[src/rtl/dbell_pkg.sv]
package dbell_pkg;

    // register offsets within each processor's port
    localparam logic [7:0] OFF_RING  = 8'h04;
    localparam logic [7:0] OFF_CAUSE = 8'h08;
    localparam logic [7:0] OFF_MASK  = 8'h0C;
    localparam logic [7:0] OFF_IDENT = 8'h10;

    // ring write layout
    localparam int unsigned BELL_NUM_W = 8;
    localparam int unsigned MAP_LSB    = 8;

    // identity values
    localparam int unsigned IDENT_W    = 10;
    localparam logic [IDENT_W-1:0] IDENT_BELL  = 10'd0;
    localparam logic [IDENT_W-1:0] IDENT_SPUR  = 10'h3FF;

    typedef enum logic [1:0] {
        RSEL_ZERO  = 2'd0,
        RSEL_CAUSE = 2'd1,
        RSEL_MASK  = 2'd2,
        RSEL_IDENT = 2'd3
    } rsel_e;

endpackage

[src/rtl/dbell_port_decode.sv]
module dbell_port_decode
    import dbell_pkg::*;
#(
    parameter int unsigned NCPU  = 4,
    parameter int unsigned NBELL = 8,
    parameter int unsigned AW    = 8,
    parameter int unsigned DW    = 32
) (
    input  logic             wr_en,
    input  logic             rd_en,
    input  logic [AW-1:0]    addr,
    input  logic [DW-1:0]    wdata,
    output logic             ring_req,
    output logic [NBELL-1:0] ring_bell,
    output logic [NCPU-1:0]  ring_map,
    output logic             cause_we,
    output logic             mask_we,
    output logic [NBELL-1:0] wr_bits,
    output logic             rd_req,
    output rsel_e            rd_sel
);

    logic hit_ring;
    logic hit_cause;
    logic hit_mask;
    logic hit_ident;
    logic unused_bits;

    assign hit_ring  = (addr == AW'(OFF_RING));
    assign hit_cause = (addr == AW'(OFF_CAUSE));
    assign hit_mask  = (addr == AW'(OFF_MASK));
    assign hit_ident = (addr == AW'(OFF_IDENT));

    // one-hot doorbell select; out-of-range numbers select nothing
    for (genvar b = 0; b < NBELL; b++) begin : g_bell
        assign ring_bell[b] = wr_en && hit_ring
                              && (wdata[BELL_NUM_W-1:0] == BELL_NUM_W'(b));
    end

    assign ring_req    = |ring_bell;
    assign ring_map    = wdata[MAP_LSB +: NCPU];
    assign cause_we    = wr_en && hit_cause;
    assign mask_we     = wr_en && hit_mask;
    assign wr_bits     = wdata[NBELL-1:0];
    assign rd_req      = rd_en;
    assign unused_bits = ^wdata;

    always_comb begin
        if (hit_cause)      rd_sel = RSEL_CAUSE;
        else if (hit_mask)  rd_sel = RSEL_MASK;
        else if (hit_ident) rd_sel = RSEL_IDENT;
        else                rd_sel = RSEL_ZERO;
    end

    always_comb begin
        AST_ONE_BELL: assert ($onehot0(ring_bell));
    end

endmodule

[src/rtl/dbell_ring_merge.sv]
module dbell_ring_merge #(
    parameter int unsigned NCPU  = 4,
    parameter int unsigned NBELL = 8
) (
    input  logic [NCPU-1:0]       ring_req,
    input  logic [NCPU*NBELL-1:0] ring_bell,
    input  logic [NCPU*NCPU-1:0]  ring_map,
    output logic [NCPU*NBELL-1:0] set_vec
);

    // every source ring is ORed into each named target
    always_comb begin
        set_vec = '0;
        for (int t = 0; t < NCPU; t++) begin
            for (int s = 0; s < NCPU; s++) begin
                if (ring_req[s] && ring_map[s*NCPU + t]) begin
                    set_vec[t*NBELL +: NBELL] = set_vec[t*NBELL +: NBELL]
                                              | ring_bell[s*NBELL +: NBELL];
                end
            end
        end
    end

endmodule

[src/rtl/dbell_cpu_slot.sv]
module dbell_cpu_slot
    import dbell_pkg::*;
#(
    parameter int unsigned NBELL = 8,
    parameter int unsigned DW    = 32
) (
    input  logic             clk,
    input  logic             rst_n,
    input  logic [NBELL-1:0] set_bits,
    input  logic             cause_we,
    input  logic             mask_we,
    input  logic [NBELL-1:0] wr_bits,
    input  logic             rd_req,
    input  rsel_e            rd_sel,
    output logic [DW-1:0]    rdata,
    output logic             rvalid,
    output logic             irq
);

    localparam int unsigned PAD_W = DW - NBELL;
    localparam int unsigned ID_PAD = DW - IDENT_W;

    typedef struct packed {
        logic [NBELL-1:0] cause;
        logic [NBELL-1:0] mask;
        logic [DW-1:0]    rdata;
        logic             rvalid;
    } slot_t;

    slot_t st_d, st_q;
    logic  pend;

    assign pend = |(st_q.cause & st_q.mask);

    always_comb begin
        st_d = st_q;
        if (cause_we) begin
            st_d.cause = st_q.cause & wr_bits;
        end
        // a ring landing in the same cycle survives the clear
        st_d.cause = st_d.cause | set_bits;
        if (mask_we) begin
            st_d.mask = wr_bits;
        end
        st_d.rvalid = rd_req;
        st_d.rdata  = '0;
        if (rd_req) begin
            unique case (rd_sel)
                RSEL_CAUSE: st_d.rdata = {{PAD_W{1'b0}}, st_q.cause};
                RSEL_MASK:  st_d.rdata = {{PAD_W{1'b0}}, st_q.mask};
                RSEL_IDENT: st_d.rdata = {{ID_PAD{1'b0}},
                                          pend ? IDENT_BELL : IDENT_SPUR};
                default:    st_d.rdata = '0;
            endcase
        end
    end

    always_ff @(posedge clk) begin
        if (!rst_n) begin
            st_q <= '0;
        end else begin
            st_q <= st_d;
        end
    end

    assign rdata  = st_q.rdata;
    assign rvalid = st_q.rvalid;
    assign irq    = pend;

    AST_RING_LANDS: assert property (@(posedge clk) disable iff (!rst_n)
        (|set_bits) |=> ((st_q.cause & $past(set_bits)) == $past(set_bits)));

    AST_CLEAR_ALL: assert property (@(posedge clk) disable iff (!rst_n)
        (cause_we && (wr_bits == '0) && (set_bits == '0)) |=> (st_q.cause == '0));

    AST_STICKY: assert property (@(posedge clk) disable iff (!rst_n)
        (!cause_we) |=> ((st_q.cause & $past(st_q.cause)) == $past(st_q.cause)));

    AST_MASK_HOLD: assert property (@(posedge clk) disable iff (!rst_n)
        (!mask_we) |=> $stable(st_q.mask));

    AST_RD_TIMING: assert property (@(posedge clk) disable iff (!rst_n)
        rd_req |=> rvalid);

    AST_IDENT_PEND: assert property (@(posedge clk) disable iff (!rst_n)
        (rd_req && (rd_sel == RSEL_IDENT) && irq) |=> (rdata == '0));

    AST_IRQ_DROP: assert property (@(posedge clk) disable iff (!rst_n)
        (cause_we && (wr_bits == '0) && (set_bits == '0)) |=> !irq);

endmodule

[src/rtl/dbell_unit.sv]
module dbell_unit
    import dbell_pkg::*;
#(
    parameter int unsigned NCPU  = 4,
    parameter int unsigned NBELL = 8,
    parameter int unsigned AW    = 8,
    parameter int unsigned DW    = 32
) (
    input  logic               clk,
    input  logic               rst_n,
    input  logic [NCPU-1:0]    bus_wr,
    input  logic [NCPU-1:0]    bus_rd,
    input  logic [NCPU*AW-1:0] bus_addr,
    input  logic [NCPU*DW-1:0] bus_wdata,
    output logic [NCPU*DW-1:0] bus_rdata,
    output logic [NCPU-1:0]    bus_rvalid,
    output logic [NCPU-1:0]    irq_out
);

    logic [NCPU-1:0]       ring_req;
    logic [NCPU*NBELL-1:0] ring_bell;
    logic [NCPU*NCPU-1:0]  ring_map;
    logic [NCPU*NBELL-1:0] set_vec;
    logic [NCPU-1:0]       cause_we;
    logic [NCPU-1:0]       mask_we;
    logic [NCPU*NBELL-1:0] wr_bits;
    logic [NCPU-1:0]       rd_req;
    rsel_e                 rd_sel [NCPU];

    for (genvar c = 0; c < NCPU; c++) begin : g_port
        dbell_port_decode #(
            .NCPU (NCPU),
            .NBELL(NBELL),
            .AW   (AW),
            .DW   (DW)
        ) u_dec (
            .wr_en    (bus_wr[c]),
            .rd_en    (bus_rd[c]),
            .addr     (bus_addr[c*AW +: AW]),
            .wdata    (bus_wdata[c*DW +: DW]),
            .ring_req (ring_req[c]),
            .ring_bell(ring_bell[c*NBELL +: NBELL]),
            .ring_map (ring_map[c*NCPU +: NCPU]),
            .cause_we (cause_we[c]),
            .mask_we  (mask_we[c]),
            .wr_bits  (wr_bits[c*NBELL +: NBELL]),
            .rd_req   (rd_req[c]),
            .rd_sel   (rd_sel[c])
        );
    end

    dbell_ring_merge #(
        .NCPU (NCPU),
        .NBELL(NBELL)
    ) u_merge (
        .ring_req (ring_req),
        .ring_bell(ring_bell),
        .ring_map (ring_map),
        .set_vec  (set_vec)
    );

    for (genvar c = 0; c < NCPU; c++) begin : g_slot
        dbell_cpu_slot #(
            .NBELL(NBELL),
            .DW   (DW)
        ) u_slot (
            .clk     (clk),
            .rst_n   (rst_n),
            .set_bits(set_vec[c*NBELL +: NBELL]),
            .cause_we(cause_we[c]),
            .mask_we (mask_we[c]),
            .wr_bits (wr_bits[c*NBELL +: NBELL]),
            .rd_req  (rd_req[c]),
            .rd_sel  (rd_sel[c]),
            .rdata   (bus_rdata[c*DW +: DW]),
            .rvalid  (bus_rvalid[c]),
            .irq     (irq_out[c])
        );
    end

    AST_IRQ_QUIET_RESET: assert property (@(posedge clk) disable iff (!rst_n)
        $past(!rst_n) |-> (irq_out == '0));

endmodule

[config.mk]
export PLATFORM = sky130hd
export DESIGN_NAME = dbell_unit
export DESIGN_NICKNAME = d
export VERILOG_FILES = /design/src/rtl/dbell_pkg.sv /design/src/rtl/dbell_port_decode.sv /design/src/rtl/dbell_ring_merge.sv /design/src/rtl/dbell_cpu_slot.sv /design/src/rtl/dbell_unit.sv
export SDC_FILE = /design/constraint.sdc
export NUM_CORES = 1
export LEC_CHECK = 0
export BUFFER_PORTS_ARGS = -buffer_cell sky130_fd_sc_hd__buf_2
export CAP_MARGIN = 20
export CORE_MARGIN = 2
export CORE_UTILIZATION = 45
export CTS_BUF_LIST = sky130_fd_sc_hd__clkbuf_16
export DETAILED_ROUTE_END_ITERATION = 8
export GPL_TIMING_DRIVEN = 1
export MAX_ROUTING_LAYER = met4
export PLACE_DENSITY = 0.83
export SETUP_SLACK_MARGIN = 0.4
export SLEW_MARGIN = 20
export SYNTH_ARGS = -nofsm -noshare
export SYNTH_HDL_FRONTEND = slang
export SYNTH_HIERARCHICAL = 1
export SYNTH_SLANG_ARGS = --single-unit
export TNS_END_PERCENT = 10
[constraint.sdc]
create_clock -name clk -period 3.79 [get_ports clk]
set_input_delay 0.5685 -clock clk [delete_from_list [all_inputs] [get_ports clk]]
set_output_delay 0.5685 -clock clk [all_outputs]
set_load 0.05 [all_outputs]
==> flow_summary.json <==
{
  "core-area_mm2": 0.0164,
  "grt_util_met3_pct": 3.87,
  "dr.pass1.iters": 5,
  "status": "complete, no violations",
  "crit_chain": "buf_2 > nor4_1 > nand2_1 > nor4_1 > nand3_1 > nand4_1 > a21oi_1 > nor2b_1",
  "initialDrtViolationCount": 813,
  "crit_family": "simple AND/OR/NAND/NOR gates",
  "grt_use_total_pct": 20.6,
  "timing.hold.ws_ns": 0.496,
  "synth_cell_types": 30,
  "numCtsBuffers": 9,
  "fin_nets": 1076,
  "finalSetupTns_ns": 0,
  "grt_max_degree": 40,
  "holdCritPathClass": "input pin to flop",
  "crit_path_max_fanout": 4,
  "required_ns": 4.09,
  "finalHoldViolCount": 0,
  "critPathMaxStageDelay_ns": 0.88,
  "placedCellCount": 1115,
  "use_met1_pct": 26.1,
  "cp-end-kind": "flop",
  "dieArea_mm2": 0.0177,
  "die_x_um": 133,
  "setup_viol_count_final": 0,
  "netlist_instances": 888,
  "placedInstanceArea_mm2": 0.00725,
  "globalRoute.busiestLayer": "met2",
  "synthTopCellsByArea": "dfxtp_1, buf_4, nand3_1",
  "grt_pass1_wl_mm": 28.4,
  "ant_nets": 0,
  "netlist.area_leader.share_pct": 27.8,
  "clk_path_buf_depth": 2,
  "worst-setup-path-type": "input pin to flop",
  "syn_area_per_cell_um2": 8.42,
  "fin_crit_sh_pct": 64.8,
  "layout.cells.non_filler": 1131,
  "fmax_mhz": 407,
  "yosysTopAreaCell": "dfxtp_1",
  "min_period_ns": 2.46,
  "ys_warn_count": 6,
  "cts_hold_buf": 0,
  "ys_seq_elements": 104,
  "crit_path_top_delay_cell": "nor4_1",
  "worstSetupStartpointType": "input pin",
  "drc": 0,
  "regArea_mm2": 0.00208,
  "final_area_mm2": 0.00755,
  "clock-root-buffer": "clkbuf_16",
  "skew_ns": 0.00693,
  "io_buffer_count": 137,
  "cts_resized": 0,
  "drive_gt1_share_pct": 22.2,
  "synth_seq_area_share_pct": 27.8,
  "worst_skew_pair.late_latency_ns": 0.36,
  "area_growth_pct": 0.953,
  "grt_setup_unrepaired": "false",
  "insertedDiodeCount": 0,
  "io_pins": 306,
  "worstPathArrival_ns": 2.75,
  "fillCellCount": 1619,
  "htree_levels": 3,
  "dp_hpwl_mm": 13.6,
  "wl_mm": 18.2,
  "antenna_found_initial": 0,
  "path_buf_inv": 1,
  "grtUsageMet2_pct": 31.7,
  "cap_violations": 0,
  "via_per_inst": 5.35,
  "final_max_slew_viol_count": 0,
  "gp_congestion": 0.922,
  "die_h_um": 133,
  "path_common_cell": "nor4_1",
  "clk_pin_slew_worst_paths_ns": 0.07,
  "row_count": 47,
  "slew_headroom_pct": 25.7,
  "initial_core_util_pct": 45.6,
  "routedWlPerCell_um": 16.1,
  "cts.sinks": 104,
  "multi_input_area_mm2": 0.00409,
  "vias": 6052,
  "ir_worst_vdd_v": 0.000208,
  "netlist_area_mm2": 0.00748,
  "cts_tree": "built",
  "grt_pass1_vias": 5536,
  "tightestPinTransition_ns": 1.10,
  "post_cts_buffers": 0,
  "p_leak_nw": 3.32,
  "globalRouteOverflowTotal": 0,
  "powerDensity_mw_per_mm2": 319
}
[flip-flops by register name, summed over array words and instances (netlist names)]
signal                count
g_slot.u_slot/rdata      36
g_slot.u_slot/st_q       64
g_slot.u_slot/rvalid      4
[power breakdown]
part           internal (mW)  switching, mW  leakage, nW  total [mW]
Combinational         0.0736          0.297         2.34       0.370
Sequential              1.09       0.000982        0.838        1.10
Clock                  0.512          0.429        0.139       0.941
Total                   1.68          0.727         3.32        2.41
[final timing paths]
check,to,cells after the start,start,slack [ns]
worst max-delay path,g_slot[1].u_slot/st_q[41],8,bus_wdata[69],1.33
worst min-delay path,g_slot[2].u_slot/st_q[39],3,bus_wdata[70],0.50
worst max register to register,g_slot[0].u_slot/rdata[0],3,g_slot[0].u_slot/st_q[47],2.69
worst min register to register,g_slot[3].u_slot/st_q[35],2,g_slot[3].u_slot/st_q[35],0.57
[metal layers]
layer | wire (um) | vias to the layer above
met1 | 7710 | 2787
met4 | 705 | 0
met3 | 1510 | 61
met2 | 8280 | 271
met5 | 0 | -
li1 | - | 2933
[synth_stat cells (all sizes together)]
cell type and count:
conb 4, xnor2 4, a21oi 36, o22ai 32, nand3 128, nand2 24
nand4b 4, nand2b 40, nor2 24, nor3b 4, inv 4, a22oi 48
clkbuf 11, nand4 40, and3b 4, nor3 32, dfxtp 104, nor4 16
buf 217, nand3b 4, mux2i 32, nor2b 72, nor4b 4
[worst register-to-register path, delay by kind of cell (launching register included)]
kind,cells,cell delay [ns]
AO/OA/AOI/OAI,2,0.47
flip-flops,1,0.36
AND/OR/NAND/NOR,1,0.19
[cells in the final DEF, fill, tap and decap left out, types with 5 or more instances in the layout]
| cell | count |
|---|---|
| conb_1 | 88 |
| nand2_1 | 24 |
| nand3_1 | 128 |
| a22oi_4 | 16 |
| clkbuf_16 | 9 |
| a22oi_1 | 32 |
| buf_4 | 14 |
| a21oi_1 | 36 |
| nor4_1 | 16 |
| o22ai_1 | 32 |
| inv_1 | 5 |
| nor2_1 | 24 |
| buf_2 | 137 |
| nand2b_1 | 40 |
| mux2i_1 | 32 |
| nor2b_1 | 72 |
| nor3_1 | 28 |
| dfxtp_1 | 104 |
| nand4_1 | 36 |
[final cells by class]
type,count,share of cell area [%]
Multi-Input combinational cell,636,54.2
Clock buffer,9,2.98
Clock inverter,7,0.978
Sequential cell,104,27.6
Tap cell,220,3.65
Timing Repair Buffer,151,10.5
Inverter,4,0.199
[stage by stage]
step / utilization, % / worst slack (ns) / total power, mW
floorplan: - / 1.60 / 1.51
global placement: 44.2 / 1.19 / 1.48
detailed placement: 44.2 / 1.15 / 1.49
CTS: 46.0 / 1.50 / 2.42
global route: 46.0 / 1.23 / 2.49
finish: 46.0 / 1.33 / 2.41
[cell families after synthesis]
family	synth area share [%]
AND/OR/NAND/NOR	32.4
flip-flops	27.8
buffers and inverters	22.0
other	0.201
multiplexers	4.28
XOR/XNOR	0.468
AO/OA/AOI/OAI	12.8
Power figures use the tool's default switching activity.
